### src/rtl/tod_counter_pkg.sv
package tod_counter_pkg;

  localparam int unsigned OFS_SEC_HI = 32'h20;
  localparam int unsigned OFS_SEC_LO = 32'h24;
  localparam int unsigned OFS_NSEC   = 32'h28;

  typedef enum logic [1:0] {
    SEL_NONE = 2'd0,
    SEL_HI   = 2'd1,
    SEL_LO   = 2'd2,
    SEL_NS   = 2'd3
  } readSel_e;

  typedef struct packed {
    logic     ldHi;
    logic     ldLo;
    readSel_e rdSel;
  } todStrobe_t;

endpackage

### src/rtl/tod_counter_ctrl.sv
module tod_counter_ctrl
  import tod_counter_pkg::*;
#(
  parameter int ADDR_W = 8
) (
  input  logic [ADDR_W-1:0] addr,
  input  logic              wrEn,
  output todStrobe_t        strobe
);

  logic hitHi, hitLo, hitNs;

  assign hitHi = (addr == ADDR_W'(OFS_SEC_HI));
  assign hitLo = (addr == ADDR_W'(OFS_SEC_LO));
  assign hitNs = (addr == ADDR_W'(OFS_NSEC));

  always_comb begin
    strobe.ldHi  = wrEn && hitHi;
    strobe.ldLo  = wrEn && hitLo;
    if (hitHi)      strobe.rdSel = SEL_HI;
    else if (hitLo) strobe.rdSel = SEL_LO;
    else if (hitNs) strobe.rdSel = SEL_NS;
    else            strobe.rdSel = SEL_NONE;
  end

endmodule

### src/rtl/tod_counter_dp.sv
module tod_counter_dp
  import tod_counter_pkg::*;
#(
  parameter int PERIOD_NS = 5,
  parameter int NS_LIMIT  = 1000000000,
  parameter int WORD_W    = 32
) (
  input  logic                clk,
  input  logic                rstN,
  input  todStrobe_t          strobe,
  input  logic [WORD_W-1:0]   wrData,
  output logic [2*WORD_W-1:0] secVal,
  output logic [WORD_W-1:0]   nsVal,
  output logic [WORD_W-1:0]   rdData
);

  localparam int SecW = 2 * WORD_W;
  localparam int SumW = WORD_W + 1;

  logic [SecW-1:0]   secQ;
  logic [WORD_W-1:0] nsQ;
  logic [SumW-1:0]   nsSum;
  logic [SumW-1:0]   nsWrapped;
  logic              wrap;

  assign nsSum     = {1'b0, nsQ} + SumW'(PERIOD_NS);
  assign nsWrapped = nsSum - SumW'(NS_LIMIT);

  // When the period divides the limit the sum lands exactly on it,
  // so an equality compare is enough; otherwise compare magnitude.
  generate
    if (NS_LIMIT % PERIOD_NS == 0) begin : g_exactWrap
      assign wrap = (nsSum == SumW'(NS_LIMIT));
    end else begin : g_overWrap
      assign wrap = (nsSum >= SumW'(NS_LIMIT));
    end
  endgenerate

  always_ff @(posedge clk or negedge rstN) begin
    if (!rstN) begin
      secQ <= '0;
      nsQ  <= '0;
    end else if (strobe.ldHi) begin
      secQ[SecW-1 -: WORD_W] <= wrData;
      nsQ <= '0;
    end else if (strobe.ldLo) begin
      secQ[WORD_W-1:0] <= wrData;
      nsQ <= '0;
    end else if (wrap) begin
      secQ <= secQ + SecW'(1);
      nsQ  <= nsWrapped[WORD_W-1:0];
    end else begin
      nsQ  <= nsSum[WORD_W-1:0];
    end
  end

  always_comb begin
    case (strobe.rdSel)
      SEL_HI:  rdData = secQ[SecW-1 -: WORD_W];
      SEL_LO:  rdData = secQ[WORD_W-1:0];
      SEL_NS:  rdData = nsQ;
      default: rdData = '0;
    endcase
  end

  assign secVal = secQ;
  assign nsVal  = nsQ;

endmodule

### src/rtl/tod_counter.sv
module tod_counter
  import tod_counter_pkg::*;
#(
  parameter int ADDR_W    = 8,
  parameter int PERIOD_NS = 5,
  parameter int NS_LIMIT  = 1000000000
) (
  input  logic              clk,
  input  logic              rstN,
  input  logic [ADDR_W-1:0] addr,
  input  logic              wrEn,
  input  logic [31:0]       wrData,
  output logic [31:0]       rdData
);

  todStrobe_t  strobe;
  logic [63:0] secVal;
  logic [31:0] nsVal;

  tod_counter_ctrl #(.ADDR_W(ADDR_W)) u_ctrl (
    .addr   (addr),
    .wrEn   (wrEn),
    .strobe (strobe)
  );

  tod_counter_dp #(
    .PERIOD_NS (PERIOD_NS),
    .NS_LIMIT  (NS_LIMIT),
    .WORD_W    (32)
  ) u_dp (
    .clk    (clk),
    .rstN   (rstN),
    .strobe (strobe),
    .wrData (wrData),
    .secVal (secVal),
    .nsVal  (nsVal),
    .rdData (rdData)
  );

endmodule


### config.mk
export PLATFORM = sky130hd
export DESIGN_NAME = tod_counter
export DESIGN_NICKNAME = d
export VERILOG_FILES = /design/src/rtl/tod_counter_pkg.sv /design/src/rtl/tod_counter_ctrl.sv /design/src/rtl/tod_counter_dp.sv /design/src/rtl/tod_counter.sv
export SDC_FILE = /design/constraint.sdc
export NUM_CORES = 1
export LEC_CHECK = 0
export ABC_AREA = 1
export BUFFER_PORTS_ARGS = -buffer_cell sky130_fd_sc_hd__buf_2
export CELL_PAD_IN_SITES_DETAIL_PLACEMENT = 0
export CELL_PAD_IN_SITES_GLOBAL_PLACEMENT = 1
export CORE_MARGIN = 3
export CORE_UTILIZATION = 38
export CTS_CLUSTER_SIZE = 10
export DETAILED_ROUTE_END_ITERATION = 10
export HOLD_SLACK_MARGIN = 0.05
export PLACE_DENSITY = 0.8
export SETUP_SLACK_MARGIN = 0.5
export SYNTH_ARGS = -nofsm -noshare
export SYNTH_HDL_FRONTEND = slang
export SYNTH_SLANG_ARGS = --single-unit
### constraint.sdc
create_clock -name clk -period 2.25 [get_ports clk]
set_input_delay 0.1125 -clock clk [delete_from_list [all_inputs] [get_ports clk]]
set_output_delay 0.1125 -clock clk [all_outputs]
set_load 0.005 [all_outputs]
* Word-level counts from Yosys, hierarchy flattened
Index checks and enable logic that the tools add are counted.
** Cells by class
- Add/sub/neg operators :: 3
- $mul :: 0
- Div/mod/pow operators :: 0
- Magnitude comparators :: 0
- Equality and inequality tests :: 8
- Shift operators :: 0
- Multiplexer cells :: 11
- Bitwise gates (word level) :: 1
- Reductions and logical operators :: 6
** Operator list (number)
- $mux W32 :: 6
- $pmux W32 S3 :: 1
- $add A64 B1 Y64 const B :: 1
- $mux W64 :: 1
- $add A32 B3 Y33 const B :: 1
- $eq A33 B30 Y1 const B :: 1
- $sub A32 B30 Y32 const B :: 1
- $eq A8 B6 Y1 const B :: 3
- $mux W2 :: 3
- $eq A2 B2 Y1 const B :: 2
- $reduce_and A2 Y1 :: 2
- $reduce_bool A2 Y1 :: 2
- $eq A2 B1 Y1 const B :: 1
- $logic_and A1 B1 Y1 :: 2
- $ne A2 B1 Y1 const B :: 1
- $not A1 Y1 :: 1
** Word-level totals
- Bits in registers :: 96
- Latch bits :: 0
- Bits in writable memories :: 0
- Memory bits (read-only) :: 0
- Input bits :: 43
- Output and inout port bits :: 32
- Word-level logic and storage cells :: 32
- Memories :: 0

* Logic depth before layout (Yosys ltp)
Gate-level depths: netlist of run 1.
- Depth in word-level cells :: 6
- Mapped depth :: 17
- Mapped depth without buffers :: 16

* By module
A second synthesis of run 1 with hierarchy kept.
** Second synthesis, totals
- Cell total of the unflattened synthesis :: 1370
- Area, all modules :: 8166.6 um^2
** Modules (own cells, without submodules)
- tod_counter_dp :: instances 1, cells each 1345, area each 8070.2 um^2, seq. area each 2402.3 um^2
- tod_counter_ctrl :: instances 1, cells each 25, area each 96.3 um^2, seq. area each 0.0 um^2

* Worst setup path after synthesis of run 1
Ideal clock, no wire load.
- Path type :: reg-to-reg
- From :: register u_dp.nsQ[0], in the netlist u_dp.nsVal[0]
- To :: register u_dp.secQ[46], in the netlist u_dp.secVal[46]
- Setup time :: 0.117 ns
- Data arrival time :: 2.020 ns
- Data required time :: 2.133 ns
- Path slack :: 0.113 ns
- Cell stages (with the launch flop) :: 17
- Buffers on the path :: 1
- Clock period less this slack :: 2.137 ns
- Cell sequence :: dfrtp_1 > ha_1 > o21ai_1 > nor2_2 > nand2_1 > nand2_1 > nand2_1 > nand2_1 > nor2_1 > nand2_1 > nor2_2 > nand3_4 > nand2_4 > nand2_4 > buf_6 > nand2_1 > nand2_1
** Between the ends
- Cells in the longest elaborated chain, start to end :: 4
** RTL lines
- start, declared :: RTL line tod_counter_dp.sv:21 : logic [WORD_W-1:0] nsQ;
- start signal, assigned :: RTL line tod_counter_dp.sv:51 : nsQ <= nsWrapped[WORD_W-1:0];
- start signal, assigned :: RTL line tod_counter_dp.sv:53 : nsQ <= nsSum[WORD_W-1:0];
- $add A32 B3 Y33 :: RTL line tod_counter_dp.sv:26 : assign nsSum = {1'b0, nsQ} + SumW'(PERIOD_NS);
- $eq A33 B30 Y1 :: RTL line tod_counter_dp.sv:33 : assign wrap = (nsSum == SumW'(NS_LIMIT));
- $reduce_bool A2 Y1 (no source line)
- $reduce_and A2 Y1 (no source line)
- end signal, assigned by index :: RTL line tod_counter_dp.sv:44 : secQ[SecW-1 -: WORD_W] <= wrData;
- end signal, assigned by index :: RTL line tod_counter_dp.sv:47 : secQ[WORD_W-1:0] <= wrData;
- end signal, assigned :: RTL line tod_counter_dp.sv:50 : secQ <= secQ + SecW'(1);
- end, declared :: RTL line tod_counter_dp.sv:20 : logic [SecW-1:0] secQ;
No other way between the ends.
A chain may end at the register's enable or synchronous reset.

* Final worst setup path of run 1
- From :: register u_dp.nsQ[1], in the netlist u_dp.nsVal[1]
- To :: register u_dp.secQ[47], in the netlist u_dp.secVal[47]
Same word-level chain as after synthesis.

==> results of run 1 <==
through the flow:
| step | hold WS, ns | area (um^2) | setup slack, ns | setup TNS [ns] | cells |
|---|---|---|---|---|---|
| floorplan | -0.1831 | 8218 | 0.2414 | 0 | 1348 |
| global placement | 0.1894 | 10100 | -0.3672 | -24.87 | 1824 |
| detailed placement | 0.1898 | 10100 | -0.3449 | -22.68 | 1824 |
| CTS | 0.09026 | 10770 | -0.2571 | -16.03 | 1853 |
| global route | 0.1333 | 11700 | -0.3210 | -22.01 | 1870 |
| finish | 0.09218 | 11700 | -0.2205 | -13.08 | 1870 |
power by group:
part	internal (W)	switching [W]	leakage, nW	total [W]
Sequential	0.00188	0.000208	1.18	0.00209
Clock	0.00101	0.000777	0.157	0.00179
Combinational	0.000962	0.00122	4.11	0.00218
Total	0.00386	0.00221	5.45	0.00606
worst max-delay path, cell delays in order, from the launching register on:
cell and delay [ns]:
dfrtp_1 0.41, ha_4 0.20, nor2_4 0.05, nor2_4 0.14, buf_6 0.13, nand2_4 0.05, nand2_2 0.08, nand2_4 0.06
inv_2 0.07, nand2_2 0.06, nor2_2 0.12, nand3_2 0.11, nor2_4 0.16, nand3_4 0.12, nand2_4 0.13, buf_12 0.17
buf_12 0.15, nand3_1 0.07, nand2_1 0.09
flip-flops by register name (all words and copies together), names as in the netlist:
register and flops:
u_dp.secVal 64, u_dp.nsVal 32
area by class of cell:
class	count	area, um^2
flip-flops and latches	96	2411
fillers	2108	8924
well taps	270	337.8
multi-input cells	1065	5852
clock inverters	4	77.57
repair buffers	275	2221
clock buffers	12	246.5
inverters	148	555.5
layer usage:
layer	track usage	routed length (um)	vias to the layer above	share of wire
met5	0	0	-	0
met4	0.1451	1930	0	0.049
met3	0.03664	2845	105	0.072
met2	0.5377	18930	510	0.48
met1	0.4194	16080	4832	0.40
li1	-	-	4812	-
path summary, 6_finish.rpt:
check	startpoint	end	slack, ns	cells past startpoint
worst max-delay path	u_dp.nsVal[1]$_DFF_PN0_	u_dp.secVal[47]$_DFFE_PN0P_	-0.22	18
worst min-delay path	wrData[27]	u_dp.secVal[27]$_DFFE_PN0P_	0.09	5
worst max register to register	u_dp.nsVal[1]$_DFF_PN0_	u_dp.secVal[47]$_DFFE_PN0P_	-0.22	18
worst min register to register	u_dp.secVal[36]$_DFFE_PN0P_	u_dp.secVal[36]$_DFFE_PN0P_	0.52	2
max in group asynchronous	rstN	u_dp.secVal[59]$_DFFE_PN0P_	1.08	3
min in group asynchronous	rstN	u_dp.nsVal[5]$_DFF_PN0_	0.32	2
logic make-up (layout without fill, tap and decap cells):
logic type	count (synthesis)	count (layout)
AO/OA/AOI/OAI	107	107
XOR/XNOR	43	43
adder cells (fa/ha/maj)	3	3
buffers and inverters	187	439
flip-flops	96	96
AND/OR/NAND/NOR	912	912
cells in the final DEF, fill, tap and decap left out, drive strengths merged:
| cell type | instances |
|---|---|
| a21oi | 9 |
| a31oi | 8 |
| and2 | 2 |
| and3 | 1 |
| buf | 270 |
| bufinv | 2 |
| clkbuf | 16 |
| clkinv | 3 |
| dfrtp | 96 |
| dlygate4sd3 | 1 |
| ha | 3 |
| inv | 147 |
| nand2 | 513 |
| nand3 | 121 |
| nand3b | 3 |
| nand4 | 34 |
| nor2 | 197 |
| nor3 | 36 |
| nor4 | 3 |
| o21ai | 58 |
| o221ai | 32 |
| or2 | 2 |
| xnor2 | 10 |
| xor2 | 33 |
timing repair:
item,4_1_cts,5_1_grt
hold endpoints to repair,43,0
pin swaps,24,80
hold buffers,1,0
setup buffers,9,13
gates resized for setup,52,201
setup endpoints to repair,82,100
gates cloned,3,4
==> results by group, run 1 <==
CTS
  – CTS Buf Count: 9
  – Clock slew at reported path FFs: 0.08 ns
  – CTS root buffer: clkbuf_16
  – Clk buf depth: 2
  – Worst-Skew Late Latency: 0.37 ns
  – CTS Sinks: 96
  – TritonCTS clock tree: done
  – H-tree lvl count: 3

Detailed routing
  – Detailed-route via count: 10.26k
  – DRC viols: 0
  – Final WL: 39.78 mm
  – Via density: 5.486
  – Drt initial violations: 896
  – Antenna violation net count after detailed routing: 0
  – DR WL/cell: 21.27 um
  – TritonRoute pass-1 iters: 6

Logic synthesis
  – Synth Area in Compound Gates: 0.08162
  – Syn Nets: 1,394
  – Synth Warn #: 0
  – Asr flop ratio synth: 1.000
  – Syn Inst Count: 1,348
  – Netlist Area Pre-Place: 8155 um^2
  – Largest family of logic cells by synthesized area: simple AND/OR/NAND/NOR gates
  – Post-Synth XOR/XNOR Area: 0.04618
  – Distinct cell type count after synthesis: 35
  – Commonest cells in the netlist: 504 x nand2_1, 180 x nor2_1, 144 x inv_1
  – Ys flop type: dfrtp_1
  – Seq cells post-synth: 96
  – Synth top area cells: dfrtp_1 29%, nand2_1 23%, nor2_1 8.3%
  – Sequential-to-total area share from yosys stat: 0.2946
  – Mux share of post-synthesis cell area: 0
  – Synth top area share: 0.2946
  – Post-synth EDFFs: 0
  – Adder-Cell Fraction of Synth Area: 0.004603
  – Synth Area in Simple Gates: 0.4770
  – Most numerous cell in the Yosys netlist: nand2_1
  – Syn_area_per_cell: 6.050 um^2
  – Dominant cell type by area after synthesis: dfrtp_1

STA
  – Number of setup violations in the final report: 80
  – Slew headroom: 0.5352
  – Highest achievable clock rate: 0.4048 GHz
  – Unrepaired setup endpoints after global routing: yes
  – Worst-Margin Slew: 0.6972 ns
  – Final Slew Violations: 0
  – Setup Skew: 0.01336 ns
  – Final Cycle Share: 1.098
  – Min cycle time layout: 2.471 ns
  – Number of hold violations in the final report: 0
  – Setup ws final: -0.2205 ns

Worst setup path
  – Critical path capture point type: flop
  – Required time worst endpoint: 2.55 ns
  – Crit-path max FO: 8
  – Worst setup SP type: flop
  – Setup CP Type: flop to flop
  – Critical Path AT: 2.77 ns

GRT
  – Gr usage total: 0.3215
  – Antenna violations before repair: 0
  – Vias in the first global route: 9,601
  – Largest net degree at the start of global routing: 48
  – First-pass GRT wire length: 57.23 mm
  – Total grt overflow: 0

Finish
  – Fin nets: 1,641
  – Share of cells above drive strength 1: 0.3269
  – Ant. Diodes: 0
  – Fin util: 0.5673
  – Area Growth Syn to Fin: 43.48%

Power and ir drop
  – Leakage power: 5.445 nW
  – Power Density: 518.1 nW/um^2
  – Post-layout power: 0.006063 W
  – Worst vdd ir: 0.3343 mV

Floorplanning
  – Core area: 20,620 um^2
  – Die width: 152.5 um
  – Die Ht: 152.5 um
  – Rows: 52
  – DIE AREA: 23,250 um^2
  – # IOs: 75
  – Starting density of the core: 0.3954

Outcome
  – Status: finished with violations
  – Failing checks: setup timing

Placement
  – PortBufs: 74
  – HPWL Detailed: 30.14 mm
  – GP Congestion: 1.032

Hold path
  – Path type of the worst min-delay path: input pin to flop

Run
  – Max_cap viols: 0
No activity file was read; power rests on OpenSTA's default activity.
==> run 2: changes to the inputs <==
--- a/config.mk
+++ b/config.mk
@@ -15,6 +15,7 @@
 export DETAILED_ROUTE_END_ITERATION = 10
 export HOLD_SLACK_MARGIN = 0.05
 export PLACE_DENSITY = 0.8
+export RECOVER_POWER = 100
 export SETUP_SLACK_MARGIN = 0.5
 export SYNTH_ARGS = -nofsm -noshare
 export SYNTH_HDL_FRONTEND = slang
==> results by group, run 2 (synthesis results as in run 1) <==
Outcome
  – Status: finished with violations
  – Failing checks: setup timing

STA
  – Final Cycle Share: 1.099 (about the same)
  – Unrepaired setup endpoints after global routing: yes
  – Min cycle time layout: 2.472 ns (+0.001787 ns)
  – Number of hold violations in the final report: 0 (unchanged)
  – Slew headroom: 0.1144 (-0.4208)
  – Setup Skew: 0.01138 ns (-0.001980 ns)
  – Fin Setup TNS: -13.25 ns (-0.1732 ns)
  – Highest achievable clock rate: 0.4045 GHz (about the same)
  – Final Slew Violations: 0 (unchanged)
  – Worst-Margin Slew: 1.328 ns (+0.6312 ns)
  – Setup ws final: -0.2223 ns (-0.001787 ns)
  – Number of setup violations in the final report: 80 (unchanged)

CTS
  – CTS Sinks: 96 (unchanged)
  – TritonCTS clock tree: done
  – CTS Buf Count: 9 (unchanged)
  – H-tree lvl count: 3 (unchanged)
  – Clock slew at reported path FFs: 0.08 ns (about the same)
  – CTS root buffer: clkbuf_16
  – Worst-Skew Late Latency: 0.37 ns (about the same)
  – Clk buf depth: 2 (unchanged)

Hold path
  – Hold Crit Depth: 5 (unchanged)
  – Hold_sp: wrData[27]
  – Path type of the worst min-delay path: input pin to flop
  – Hold EP: u_dp.secVal[27]$_DFFE_PN0P_

Power and ir drop
  – Sequential Power Share: 0.345 (about the same)
  – Internal power: 0.003854 W (about the same)
  – Clk pwr share: 0.296 (about the same)
  – Switching pwr: 0.002208 W (+0.13%)
  – Worst vdd ir: 0.3352 mV (+0.25%)
  – Leakage power: 5.298 nW (-2.7%)
  – Sw Share: 0.3642 (+0.0005145)
  – Power Density: 522.1 nW/um^2 (+0.76%)
  – Logic gate share of total power: 0.359 (about the same)

GRT
  – Largest net degree at the start of global routing: 48 (unchanged)
  – Total grt overflow: 0 (unchanged)
  – Vias in the first global route: 9,601 (unchanged)
  – Gr usage total: 0.3215 (unchanged)
  – Antenna violations before repair: 0 (unchanged)
  – First-pass GRT wire length: 57.23 mm (unchanged)

Placement
  – Placed cell area: 10,100 um^2 (unchanged)
  – PortBufs: 74 (unchanged)
  – GP Congestion: 1.032 (unchanged)
  – DP Cell Count: 1,824 (unchanged)
  – HPWL Detailed: 30.14 mm (unchanged)

Finish
  – Area Growth Syn to Fin: 42.39%
  – Final instance area: 11,610 um^2 (-0.76%)
  – Share of cells above drive strength 1: 0.3069 (-0.02000)
  – Non-filler cells, final: 1,870 (unchanged)
  – Commonest cells after routing, fill and taps aside: 402 x nand2_1, 165 x buf_4, 139 x inv_1
  – Most common cell after layout, fill and taps aside: nand2_1
  – Max reg flops: 64 (unchanged)
  – Ant. Diodes: 0 (unchanged)
  – Fin nets: 1,641 (unchanged)

Floorplanning
  – # IOs: 75 (unchanged)
  – Rows: 52 (unchanged)
  – Die Ht: 152.5 um (unchanged)
  – DIE AREA: 23,250 um^2 (unchanged)
  – Die width: 152.5 um (unchanged)
  – Core area: 20,620 um^2 (unchanged)
  – Starting density of the core: 0.3954 (unchanged)

Detailed routing
  – DR WL/cell: 21.21 um (-0.32%)
  – Antenna violation net count after detailed routing: 0 (unchanged)
  – TritonRoute pass-1 iters: 5 (-1)
  – Drt initial violations: 900 (+0.45%)
  – Detailed-route via count: 10.33k (+0.66%)
  – DRC viols: 0 (unchanged)
  – Via density: 5.522 (+0.66%)
  – Final WL: 39.66 mm (-0.32%)

Worst setup path
  – Crit-path max FO: 8 (unchanged)
  – Setup CP Type: flop to flop
  – Worst setup SP type: flop
  – Critical Path AT: 2.77 ns (about the same)
  – Worst r2r dst: u_dp.secVal[48]$_DFFE_PN0P_
  – Worst reg2reg startpoint: u_dp.nsVal[1]$_DFF_PN0_
  – R2r setup slk: -0.22 ns (about the same)
  – Critical path capture point type: flop
  – Required time worst endpoint: 2.55 ns (about the same)
  – Reg2Reg Depth: 18 (unchanged)

Run
  – Max_cap viols: 0 (unchanged)
[run 2: cell count changes in the layout (fill, tap and decap cells not counted)]
cell and change:
buf_12 -1, buf_2 -27, buf_4 -9, clkbuf_1 +31, clkbuf_2 +5, clkbuf_4 +1
nor4_1 +1, nor4_4 -1
[run 2: cell type report]
type | instances | area (um^2)
Clock buffer | 12 | 246.5
Tap cell | 270 | 337.8
Multi-Input combinational cell | 1065 | 5837
Sequential cell | 96 | 2411
Timing Repair Buffer | 275 | 2147
Inverter | 148 | 555.5
Fill cell | 2121 | 9012
Clock inverter | 4 | 77.57
[run 2: how the worst max path moves through the flow]
stage	from	end	cells after the start	slack, ns
3_3_place_gp	u_dp.nsVal[13]$_DFF_PN0_	u_dp.secVal[32]$_DFFE_PN0P_	17	-0.37
4_1_cts	u_dp.nsVal[0]$_DFF_PN0_	u_dp.secVal[42]$_DFFE_PN0P_	17	-0.26
3_5_place_dp	u_dp.nsVal[13]$_DFF_PN0_	u_dp.secVal[42]$_DFFE_PN0P_	17	-0.34
5_1_grt	u_dp.nsVal[1]$_DFF_PN0_	u_dp.secVal[42]$_DFFE_PN0P_	18	-0.32
6_report	u_dp.nsVal[1]$_DFF_PN0_	u_dp.secVal[48]$_DFFE_PN0P_	18	-0.22
2_1_floorplan	u_dp.nsVal[0]$_DFF_PN0_	u_dp.secVal[46]$_DFFE_PN0P_	17	0.24
[run 2: metal layers]
| layer | up-vias | part of all wire | global-route usage |
|---|---|---|---|
| met2 | 537 | 0.47 | 0.5377 |
| met3 | 123 | 0.075 | 0.03664 |
| met5 | - | 0 | 0 |
| met1 | 4860 | 0.40 | 0.4194 |
| li1 | 4807 | - | - |
| met4 | 0 | 0.054 | 0.1451 |
[run 2: worst max-delay path: stages (launching register included)]
cell and delay [ns]:
dfrtp_1 0.41, ha_4 0.20, nor2_4 0.05, nor2_4 0.14, buf_6 0.13, nand2_4 0.05
nand2_2 0.08, nand2_4 0.06, inv_2 0.07, nand2_2 0.06, nor2_2 0.12, nand3_2 0.11
nor2_4 0.16, nand3_4 0.12, nand2_4 0.13, buf_12 0.17, buf_12 0.15, nand3_1 0.07
nand2_1 0.09
[run 2: what timing repair did]
item | in CTS | in global routing
cloned | 3 | 4
endpoints found under the setup margin | 82 | 100
hold buffers | 1 | 0
buffers inserted | 9 | 13
gates resized for setup | 52 | 201
hold endpoints to repair | 43 | 0
pin swaps | 24 | 80
[run 2: stage by stage]
stage | utilization | worst slack [ns] | total power (W) | hold WS, ns
2_1_floorplan | - | 0.2414 | 0.002831 | -0.1831
3_3_place_gp | 0.4896 | -0.3672 | 0.003706 | 0.1894
5_1_grt | 0.5630 | -0.3210 | 0.006305 | 0.1333
3_5_place_dp | 0.4896 | -0.3449 | 0.003722 | 0.1898
6_report | 0.5630 | -0.2223 | 0.006062 | 0.09421
4_1_cts | 0.5223 | -0.2571 | 0.005634 | 0.09026
[run 2: power groups by stage]
stage	combinational, W	clock [W]	sequential, W
floorplan	0.000765	0	0.00207
global placement	0.00162	0	0.00208
detailed placement	0.00164	0	0.00208
CTS	0.00178	0.00180	0.00205
global route	0.00233	0.00187	0.00210
finish	0.00218	0.00180	0.00209
